File: src/rtl/uart_chan_pkg.sv
package uart_chan_pkg;

  typedef enum logic [1:0] {
    CH_NORMAL    = 2'd0,
    CH_ECHO      = 2'd1,
    CH_LOCAL_LB  = 2'd2,
    CH_REMOTE_LB = 2'd3
  } chan_mode_e;

  // control register bit positions
  localparam int CB_RX_FLUSH = 0;
  localparam int CB_TX_FLUSH = 1;
  localparam int CB_RX_ON    = 2;
  localparam int CB_RX_OFF   = 3;
  localparam int CB_TX_ON    = 4;
  localparam int CB_TX_OFF   = 5;

  typedef struct packed {
    logic line_to_rx;
    logic line_to_tx;
    logic host_to_rx;
    logic host_to_tx;
  } route_t;

  function automatic route_t route_of(chan_mode_e m);
    route_t r;
    r = '0;
    unique case (m)
      CH_NORMAL:    begin r.line_to_rx = 1'b1; r.host_to_tx = 1'b1; end
      CH_ECHO:      begin r.line_to_rx = 1'b1; r.line_to_tx = 1'b1; end
      CH_LOCAL_LB:  begin r.host_to_rx = 1'b1; end
      CH_REMOTE_LB: begin r.line_to_tx = 1'b1; end
      default:      r = '0;
    endcase
    return r;
  endfunction

endpackage

File: src/rtl/uart_chan_fifo.sv
module uart_chan_fifo #(
  parameter int DW    = 8,
  parameter int DEPTH = 16,
  localparam int CW   = $clog2(DEPTH + 1),
  localparam int AW   = (DEPTH > 1) ? $clog2(DEPTH) : 1
) (
  input  logic          clk,
  input  logic          rst_n,
  input  logic          flush_i,
  input  logic          push_i,
  input  logic [DW-1:0] push_data_i,
  input  logic          pop_i,
  output logic [DW-1:0] head_o,
  output logic [CW-1:0] count_o,
  output logic          full_o,
  output logic          empty_o
);

  logic [DW-1:0] mem_q [DEPTH];
  logic [AW-1:0] wr_q, rd_q;
  logic [CW-1:0] cnt_q;
  logic          do_push, do_pop;

  function automatic logic [AW-1:0] bump(input logic [AW-1:0] p);
    return (p == AW'(DEPTH - 1)) ? '0 : p + 1'b1;
  endfunction

  assign full_o  = (cnt_q == CW'(DEPTH));
  assign empty_o = (cnt_q == '0);
  assign do_push = push_i && !full_o && !flush_i;
  assign do_pop  = pop_i && !empty_o && !flush_i;

  always_ff @(posedge clk or negedge rst_n) begin
    if (!rst_n) begin
      wr_q  <= '0;
      rd_q  <= '0;
      cnt_q <= '0;
    end else if (flush_i) begin
      wr_q  <= '0;
      rd_q  <= '0;
      cnt_q <= '0;
    end else begin
      if (do_push) wr_q <= bump(wr_q);
      if (do_pop)  rd_q <= bump(rd_q);
      cnt_q <= cnt_q + CW'(do_push) - CW'(do_pop);
    end
  end

  always_ff @(posedge clk) begin
    if (do_push) mem_q[wr_q] <= push_data_i;
  end

  assign head_o  = mem_q[rd_q];
  assign count_o = cnt_q;

endmodule

File: src/rtl/uart_chan_ctrl.sv
module uart_chan_ctrl
  import uart_chan_pkg::*;
#(
  parameter int              CTRL_W   = 9,
  parameter logic [CTRL_W-1:0] CTRL_RST = 9'h128
) (
  input  logic              clk,
  input  logic              rst_n,
  input  logic              wr_i,
  input  logic [CTRL_W-1:0] wdata_i,
  output logic [CTRL_W-1:0] ctrl_o,
  output logic              rx_en_o,
  output logic              tx_en_o,
  output logic              rx_flush_o,
  output logic              tx_flush_o
);

  logic [CTRL_W-1:0] ctrl_q;
  logic [CTRL_W-1:0] clr_mask;

  always_comb begin
    clr_mask = '1;
    clr_mask[CB_RX_FLUSH] = 1'b0;
    clr_mask[CB_TX_FLUSH] = 1'b0;
  end

  always_ff @(posedge clk or negedge rst_n) begin
    if (!rst_n)    ctrl_q <= CTRL_RST & clr_mask;
    else if (wr_i) ctrl_q <= wdata_i & clr_mask;
  end

  assign ctrl_o     = ctrl_q;
  assign rx_en_o    = ctrl_q[CB_RX_ON] && !ctrl_q[CB_RX_OFF];
  assign tx_en_o    = ctrl_q[CB_TX_ON] && !ctrl_q[CB_TX_OFF];
  assign rx_flush_o = wr_i && wdata_i[CB_RX_FLUSH];
  assign tx_flush_o = wr_i && wdata_i[CB_TX_FLUSH];

endmodule

File: src/rtl/uart_chan_steer.sv
module uart_chan_steer
  import uart_chan_pkg::*;
#(
  parameter int DW    = 8,
  parameter int DEPTH = 16,
  localparam int CW   = $clog2(DEPTH + 1)
) (
  input  logic [1:0]    mode_i,
  input  logic          rx_en_i,
  input  logic          tx_en_i,
  input  logic          rx_full_i,
  input  logic          tx_full_i,
  input  logic [CW-1:0] rx_free_i,
  input  logic [CW-1:0] tx_free_i,
  input  logic          line_valid_i,
  input  logic [DW-1:0] line_data_i,
  input  logic          line_brk_i,
  input  logic          host_wr_i,
  input  logic [DW-1:0] host_wdata_i,
  output logic          rx_push_o,
  output logic [DW-1:0] rx_data_o,
  output logic          tx_push_o,
  output logic [DW-1:0] tx_data_o,
  output logic          rx_ovf_o,
  output logic          tx_ovf_o,
  output logic [CW-1:0] space_o
);

  route_t        rt;
  logic [DW-1:0] line_byte;
  logic          rx_req, tx_req;

  assign rt        = route_of(chan_mode_e'(mode_i));
  assign line_byte = line_brk_i ? '0 : line_data_i;

  assign rx_req    = (line_valid_i && rt.line_to_rx) || (host_wr_i && rt.host_to_rx);
  assign tx_req    = (line_valid_i && rt.line_to_tx) || (host_wr_i && rt.host_to_tx);
  assign rx_data_o = rt.host_to_rx ? host_wdata_i : line_byte;
  assign tx_data_o = rt.host_to_tx ? host_wdata_i : line_byte;

  assign rx_push_o = rx_req && rx_en_i && !rx_full_i;
  assign tx_push_o = tx_req && tx_en_i && !tx_full_i;
  assign rx_ovf_o  = rx_req && rx_en_i && rx_full_i;
  assign tx_ovf_o  = tx_req && tx_en_i && tx_full_i;

  always_comb begin
    space_o = CW'(DEPTH);
    if (rt.line_to_rx && rx_free_i < space_o) space_o = rx_free_i;
    if (rt.line_to_tx && tx_free_i < space_o) space_o = tx_free_i;
  end

endmodule

File: src/rtl/uart_chan_router.sv
module uart_chan_router
  import uart_chan_pkg::*;
#(
  parameter int                DW       = 8,
  parameter int                DEPTH    = 16,
  parameter int                CTRL_W   = 9,
  parameter logic [CTRL_W-1:0] CTRL_RST = 9'h128,
  localparam int               CW       = $clog2(DEPTH + 1)
) (
  input  logic              clk,
  input  logic              rst_n,
  input  logic [1:0]        mode_i,
  input  logic              ctrl_wr_i,
  input  logic [CTRL_W-1:0] ctrl_wdata_i,
  output logic [CTRL_W-1:0] ctrl_o,
  input  logic              line_valid_i,
  input  logic [DW-1:0]     line_data_i,
  input  logic              line_brk_i,
  output logic              line_ready_o,
  output logic [CW-1:0]     line_space_o,
  input  logic              host_wr_i,
  input  logic [DW-1:0]     host_wdata_i,
  input  logic              host_rd_i,
  output logic [DW-1:0]     host_rdata_o,
  output logic              tx_valid_o,
  output logic [DW-1:0]     tx_data_o,
  input  logic              tx_ready_i,
  output logic [CW-1:0]     rx_level_o,
  output logic [CW-1:0]     tx_level_o,
  output logic              rx_ovf_o,
  output logic              tx_ovf_o
);

  logic          rx_en, tx_en, rx_flush, tx_flush;
  logic          rx_push, tx_push, rx_pop, tx_pop;
  logic [DW-1:0] rx_pdata, tx_pdata, rx_head;
  logic          rx_full, tx_full, rx_empty, tx_empty;
  logic [CW-1:0] rx_cnt, tx_cnt;
  logic          rx_ovf_ev, tx_ovf_ev;
  logic [DW-1:0] rdata_q;
  logic          rx_ovf_q, tx_ovf_q;

  uart_chan_ctrl #(.CTRL_W(CTRL_W), .CTRL_RST(CTRL_RST)) u_ctrl (
    .clk(clk), .rst_n(rst_n), .wr_i(ctrl_wr_i), .wdata_i(ctrl_wdata_i),
    .ctrl_o(ctrl_o), .rx_en_o(rx_en), .tx_en_o(tx_en),
    .rx_flush_o(rx_flush), .tx_flush_o(tx_flush)
  );

  uart_chan_steer #(.DW(DW), .DEPTH(DEPTH)) u_steer (
    .mode_i(mode_i), .rx_en_i(rx_en), .tx_en_i(tx_en),
    .rx_full_i(rx_full), .tx_full_i(tx_full),
    .rx_free_i(CW'(DEPTH) - rx_cnt), .tx_free_i(CW'(DEPTH) - tx_cnt),
    .line_valid_i(line_valid_i), .line_data_i(line_data_i), .line_brk_i(line_brk_i),
    .host_wr_i(host_wr_i), .host_wdata_i(host_wdata_i),
    .rx_push_o(rx_push), .rx_data_o(rx_pdata),
    .tx_push_o(tx_push), .tx_data_o(tx_pdata),
    .rx_ovf_o(rx_ovf_ev), .tx_ovf_o(tx_ovf_ev), .space_o(line_space_o)
  );

  uart_chan_fifo #(.DW(DW), .DEPTH(DEPTH)) u_rxq (
    .clk(clk), .rst_n(rst_n), .flush_i(rx_flush),
    .push_i(rx_push), .push_data_i(rx_pdata), .pop_i(rx_pop),
    .head_o(rx_head), .count_o(rx_cnt), .full_o(rx_full), .empty_o(rx_empty)
  );

  uart_chan_fifo #(.DW(DW), .DEPTH(DEPTH)) u_txq (
    .clk(clk), .rst_n(rst_n), .flush_i(tx_flush),
    .push_i(tx_push), .push_data_i(tx_pdata), .pop_i(tx_pop),
    .head_o(tx_data_o), .count_o(tx_cnt), .full_o(tx_full), .empty_o(tx_empty)
  );

  assign rx_pop = host_rd_i && rx_en && !rx_empty;
  assign tx_pop = tx_ready_i && !tx_empty;

  always_ff @(posedge clk or negedge rst_n) begin
    if (!rst_n) begin
      rdata_q  <= '0;
      rx_ovf_q <= 1'b0;
      tx_ovf_q <= 1'b0;
    end else begin
      if (host_rd_i) rdata_q <= rx_pop ? rx_head : '0;
      rx_ovf_q <= rx_ovf_ev;
      tx_ovf_q <= tx_ovf_ev;
    end
  end

  assign host_rdata_o = rdata_q;
  assign rx_ovf_o     = rx_ovf_q;
  assign tx_ovf_o     = tx_ovf_q;
  assign tx_valid_o   = !tx_empty;
  assign line_ready_o = (line_space_o != '0);
  assign rx_level_o   = rx_cnt;
  assign tx_level_o   = tx_cnt;

endmodule

File: config.mk
export PLATFORM = sky130hd
export DESIGN_NAME = uart_chan_router
export DESIGN_NICKNAME = d
export VERILOG_FILES = /design/src/rtl/uart_chan_pkg.sv /design/src/rtl/uart_chan_fifo.sv /design/src/rtl/uart_chan_ctrl.sv /design/src/rtl/uart_chan_steer.sv /design/src/rtl/uart_chan_router.sv
export SDC_FILE = /design/constraint.sdc
export NUM_CORES = 1
export LEC_CHECK = 0
export BUFFER_PORTS_ARGS = -buffer_cell sky130_fd_sc_hd__buf_2
export CORE_ASPECT_RATIO = 1.25
export CORE_MARGIN = 1
export CORE_UTILIZATION = 61
export CTS_BUF_LIST = sky130_fd_sc_hd__clkbuf_4 sky130_fd_sc_hd__clkbuf_8
export CTS_CLUSTER_DIAMETER = 120
export DETAILED_ROUTE_END_ITERATION = 7
export PLACE_DENSITY = 0.83
export RECOVER_POWER = 25
export SYNTH_ARGS = -nofsm -noshare
export SYNTH_HDL_FRONTEND = slang
export SYNTH_HIERARCHICAL = 1
export SYNTH_SLANG_ARGS = --single-unit
File: constraint.sdc
create_clock -name clk -period 4.8 [get_ports clk]
set_input_delay 0.96 -clock clk [delete_from_list [all_inputs] [get_ports clk]]
set_output_delay 0.96 -clock clk [all_outputs]
set_load 0.05 [all_outputs]
==> metrics.yaml, run 1 <==
ys_seq_elements: 299
setup_viol: 0
busiest_layer: "met2"
vias_per_cell: 5.98
rsz0062_at_grt: "false"
final_cell_mix: "256 x edfxtp_1, 73 x buf_2, 72 x mux2i_1"
powerDensity_nw_per_um2: 533
fmax_ghz: 0.220
postSynthCellCount: 843
cts_max_level: 2
yosysSeqAreaShare: 0.669
multi_input_area_sq_um: 3870
grtUsageTotal: 0.256
layout_commonest_cell: "edfxtp_1"
synth_area_sq_um: 13100
grt_use_met3: 0.0388
tns_ns: 0
die_h_microns: 166
p_int_mw: 4.96
worstHoldPathType: "reg -> reg"
status: "finished, violations left"
grt_max_degree: 44
rows: 59
grt-ovfl-total: 0
synth.area.mux_share: 0.121
numClockSinks: 299
fin_nets: 1016
endpoint_kind: "primary output"
synthSimpleGateAreaFrac: 0.0695
cts_root_buf: "clkbuf_8"
maxSlewViolCount: 44
finalCritPeriodShare: 0.947
synth_flop_cell: "edfxtp_1"
grt_pass1_wl_mm: 42.6
ir_drop_mv: 0.475
synth_compound_area_frac: 0.0641
cp_max_fo: 8
synthAdderAreaFrac: 0.0298
hpwl_mm: 18.2
postSynthAreaPerCell_sq_um: 15.6
routabilityCongestion: 0.887
cts_max_path_buffers: 3
routed_wl_mm: 27.0
cp-start-kind: "register"
met2_usage: 0.445
antenna_found_initial: 4
p_sw_mw: 2.80
reg2reg_slack_ns: 1.04
crit_arrival_ns: 3.58
fill_cells: 1384
synth_edf_count: 256
dr.pass1.iters: 5
core-area_sq_um: 21000
ys_types: 49
globalRouteMet1Util: 0.315
fp.dieW_microns: 133
whs_ns: 0.483
drtIter0Drc: 554
tritoncts: "yes"
start_util: 0.625
vias: 7540
pin_count: 79
worstSetupPathType: "reg -> out"
violations: "max-capacitance violations, max-slew violations"
dieArea_sq_um: 22100
cap_violations: 1
grt_pass1_vias: 7801
regArea_sq_um: 8770
io_buffers: 76
p_leak_nw: 5.31
comb_power_share: 0.338
synth_top_family_by_area: "multiplexers"
synth_xor_area_frac: 0.0107
insertion_delay_ns: 0.55
yosys_warnings: 6
maxSlewHeadroom: -0.643
clk_pin_slew_ns: 0.06
worst_clock_skew_ns: 0.00917
layout-area-overhead-vs-synth_pct: 11.0
async_flop_share: 0.144
hold_viol_final: 0
max_slew.worst_pin.slew_ns: 2.46
wl_per_cell_microns: 21.4
p_sw_frac: 0.361
ant_nets: 0
p_clk_frac: 0.251
sequentialPowerShare: 0.411
fin_crit_ns: 4.54
cts_made_buffers: 43
drive_above_1_share: 0.222
drc_errors: 0
cp.required_ns: 3.84
-- per-layer routing --
| metal | wire (microns) | share of wire |
|---|---|---|
| met5 | 0 | 0 |
| met4 | 1140 | 0.042 |
| met3 | 1410 | 0.052 |
| met2 | 14100 | 0.52 |
| met1 | 10300 | 0.38 |
-- power by group through the flow --
stage / clock [mW] / sequential (mW) / combinational [mW]
3_5_place_dp: 0 / 3.24 / 2.62
5_1_grt: 2.09 / 3.21 / 2.82
4_1_cts: 1.98 / 3.19 / 2.63
2_1_floorplan: 0 / 3.30 / 2.01
3_3_place_gp: 0 / 3.23 / 2.56
6_report: 1.95 / 3.19 / 2.62
-- flip-flops by register name, summed over array words and instances, names as in the netlist --
signal,cells
u_rxq/mem_q,128
u_txq/mem_q,128
host_rdata_o,8
u_ctrl/ctrl_o,7
u_rxq/count_o,5
u_txq/count_o,5
u_rxq/rd_q,4
u_rxq/wr_q,4
u_txq/rd_q,4
u_txq/wr_q,4
rx_ovf_o,1
tx_ovf_o,1
-- kinds of logic (layout without fill, tap and decap cells) --
group	Yosys count	in the layout
flops	299	299
simple gates	181	181
mux	115	115
compound gates	114	114
buf+inv	87	225
fa+ha+maj	30	30
xor+xnor	16	16
other cells	1	6
-- cells in the mapped netlist, types with 3 or more instances --
cell	count	share of area
nor2b_1	11	0.0052
o2bb2ai_1	8	0.0053
xnor2_1	8	0.0053
a221oi_1	30	0.020
xor2_1	8	0.0053
inv_1	47	0.013
nor2_1	41	0.012
nand3_1	10	0.0038
edfxtp_1	256	0.59
nand2b_1	15	0.0072
mux2i_1	76	0.058
a22oi_1	16	0.0092
dfrtp_1	40	0.076
ha_1	28	0.027
a21oi_1	16	0.0061
mux4_2	32	0.055
buf_2	10	0.0038
a21o_1	6	0.0034
nor3b_1	4	0.0023
buf_4	7	0.0040
dfstp_2	3	0.0060
mux2_4	7	0.0080
nand2_1	67	0.019
clkbuf_1	8	0.0023
buf_6	14	0.012
nor3_1	12	0.0046
o21ai_0	28	0.011
-- through the flow --
step	cell area (sq um)	cells	setup WS (ns)	power (mW)	utilization
2_1_floorplan	13100	844	0.0247	5.31	-
3_3_place_gp	13800	1180	0.898	5.79	0.657
3_5_place_dp	13800	1180	0.793	5.86	0.657
4_1_cts	14600	1256	0.212	7.80	0.696
5_1_grt	14500	1260	0.0197	8.12	0.694
6_report	14500	1260	0.257	7.76	0.694
-- worst max-delay path, cell delays in order, from the launching register on --
cell,delay [ns]
dfrtp_1,0.50
inv_1,0.08
ha_1,0.20
nor3b_2,0.16
xor2_1,0.17
nor2_4,0.21
nand2_1,0.15
ha_1,0.31
a21oi_1,0.17
o2111ai_2,0.18
nor2_4,0.26
mux2i_2,0.25
nor3_1,0.08
nand2_1,0.06
buf_2,0.25
-- layout make-up --
type                       count  share of cell area
inverter                      48              0.0124
antenna                        4            0.000688
sequential                   299               0.603
timing repair buffer         101              0.0371
clock buffer                  59              0.0502
tap                          274              0.0236
multi-input combinational    458               0.266
clock inverter                17             0.00722
-- final timing paths --
path                                   from  cells past startpoint               end
min in group asynchronous             rst_n                      1  u_rxq/count_o[1]
setup reg to reg           u_rxq/count_o[2]                     17  u_rxq/count_o[4]
hold / removal             u_ctrl/ctrl_o[7]                      1  u_ctrl/ctrl_o[7]
max in group asynchronous             rst_n                      1     u_txq/rd_q[0]
hold reg to reg            u_ctrl/ctrl_o[7]                      1  u_ctrl/ctrl_o[7]
setup / recovery           u_rxq/count_o[1]                     14      line_ready_o
-- repair_timing --
action                                  4_1_cts  5_1_grt
endpoints found under the setup margin        0        1
resized for setup                             0        1
hold buffers                                  0        0
buffers inserted                              0        0
No activity file was read; power rests on OpenSTA's default activity.
==> run 2, diff against run 1 <==
CTS_BUF_LIST = not set   (was sky130_fd_sc_hd__clkbuf_4 sky130_fd_sc_hd__clkbuf_8)
==> metrics.yaml, run 2 (synthesized netlist as in run 1, its figures left out) <==
setup_viol: 0
grt_pass1_vias: 7746
cp.required_ns: 3.84
cts_made_buffers: 27
reg2reg_depth: 17
insertion_delay_ns: 0.54
die_h_microns: 166
numClockSinks: 299
sequentialPowerShare: 0.408
tns_ns: 0
crit_arrival_ns: 3.63
powerDensity_nw_per_um2: 538
rsz0062_at_grt: "false"
p_sw_mw: 2.80
cp_max_fo: 8
layout_commonest_cell: "edfxtp_1"
ctsHoldBuffers: 0
cts_max_path_buffers: 3
grt-ovfl-total: 0
worstSetupPathType: "reg -> out"
worst_clock_skew_ns: 0.0231
endpoint_kind: "primary output"
tritoncts: "yes"
clk_pin_slew_ns: 0.07
p_sw_frac: 0.358
cap_violations: 1
cp-start-kind: "register"
antenna_found_initial: 2
cp_slowest_stage_delay_ns: 0.53
start_util: 0.625
dr.pass1.iters: 6
fin_nets: 1000
ant_nets: 0
max_slew.worst_pin.slew_ns: 2.43
pin_count: 79
routed_wl_mm: 27.5
p_total_mw: 7.82
drc_errors: 0
cp_slowest_cell: "dfrtp_1"
cp_num_cells: 14
reg2reg_from: "u_rxq/count_o[2]"
wl_per_cell_microns: 22.3
grtUsageTotal: 0.257
dieArea_sq_um: 22100
violations: "max-capacitance violations, max-slew violations"
fill_cells: 1370
crit_buf_inv: 2
whs_path_depth: 1
multi_input_area_sq_um: 3870
ir_drop_mv: 0.462
drtIter0Drc: 645
cts_max_level: 1
p_clk_frac: 0.255
grt_max_degree: 44
cp_top_family: "simple AND/OR/NAND/NOR gates"
crit_start: "u_rxq/count_o[0]"
fin_crit_ns: 4.59
maxSlewViolCount: 44
rows: 59
hpwl_mm: 18.2
routabilityCongestion: 0.887
finalCritPeriodShare: 0.955
core-area_sq_um: 21000
fmax_ghz: 0.218
fp.dieW_microns: 133
postCtsSetupRepairBufs: 0
layout-area-overhead-vs-synth_pct: 10.9
io_buffers: 76
cts_resized: 0
vias: 7545
comb_power_share: 0.337
grt_pass1_wl_mm: 43.0
drive_above_1_share: 0.201
hold_viol_final: 0
worstHoldPathType: "reg -> reg"
hp-start: "u_ctrl/ctrl_o[7]"
regArea_sq_um: 8770
final_cell_mix: "256 x edfxtp_1, 73 x buf_2, 72 x mux2i_1"
cts_root_buf: "clkbuf_16"
status: "finished, violations left"
vias_per_cell: 6.12
p_leak_nw: 5.28
p_int_mw: 5.02
maxSlewHeadroom: -0.623
crit_chain: "inv_1, ha_1, nor3b_2, xor2_1, nor2_4, nand2_1, ha_1, a21oi_1, o2111ai_2, nor2_4, mux2i_2, nor3_1, nand2_1, buf_2"
run 2: cell types whose count changed in the layout (fill, tap and decap cells not counted), moves of 2 or more:
cell	delta
clkinv_1	-3
clkbuf_8	-45
diode_2	-2
clkbuf_16	+27
clkbuf_4	-13
clkinv_2	+3
clkbuf_1	+2
run 2: worst register-to-register path, stage by stage, from the launching register on:
cell and delay, ns:
dfrtp_1 0.48, inv_1 0.12, ha_1 0.21, or4b_4 0.51
inv_1 0.06, nand2b_1 0.34, nor2_1 0.15, nand2_1 0.20
nor2_1 0.08, ha_1 0.30, inv_1 0.06, ha_1 0.17
inv_1 0.06, fa_1 0.37, nor2b_1 0.17, o21bai_1 0.10
a21oi_1 0.15, nor3b_1 0.06
run 2: per-stage QoR:
stage          worst slack, ns  std cells   util  hold slack [ns]  cell area [sq um]
6_report                 0.214       1232  0.693            0.484              14500
5_1_grt                 0.0241       1232  0.693            0.501              14500
4_1_cts                  0.242       1230  0.696            0.492              14600
3_5_place_dp             0.793       1180  0.657            0.474              13800
3_3_place_gp             0.898       1180  0.657            0.475              13800
2_1_floorplan           0.0247        844      -            0.527              13100
run 2: area by class of cell:
cell class	instances	share of cell area
Multi-Input combinational cell	458	0.266
Clock buffer	31	0.0482
Tap cell	274	0.0236
Inverter	48	0.0124
Sequential cell	299	0.603
Clock inverter	19	0.00861
Timing Repair Buffer	101	0.0374
Antenna cell	2	0.000344
run 2: per-layer routing:
| layer | GRT usage | vias up | wire length (microns) |
|---|---|---|---|
| met1 | 0.319 | 3791 | 10300 |
| met4 | 0.0904 | 0 | 975 |
| met5 | 0 | - | 0 |
| met2 | 0.466 | 302 | 14800 |
| li1 | - | 3384 | - |
| met3 | 0.0259 | 68 | 1480 |
run 2: power by group through the flow:
stage	registers [mW]	logic (mW)	clock network, mW
floorplan	3.30	2.01	0
global placement	3.23	2.56	0
detailed placement	3.24	2.62	0
CTS	3.19	2.65	2.02
global route	3.21	2.82	2.11
finish	3.19	2.64	2.00
run 2: worst paths after layout:
check                              endpoint  slack (ns)
max                            line_ready_o        0.21
min                        u_ctrl/ctrl_o[7]        0.48
max reg2reg                u_rxq/count_o[4]        1.09
min reg2reg                u_ctrl/ctrl_o[7]        0.48
max in group asynchronous     u_txq/rd_q[0]        2.05
min in group asynchronous  u_rxq/count_o[2]        1.17
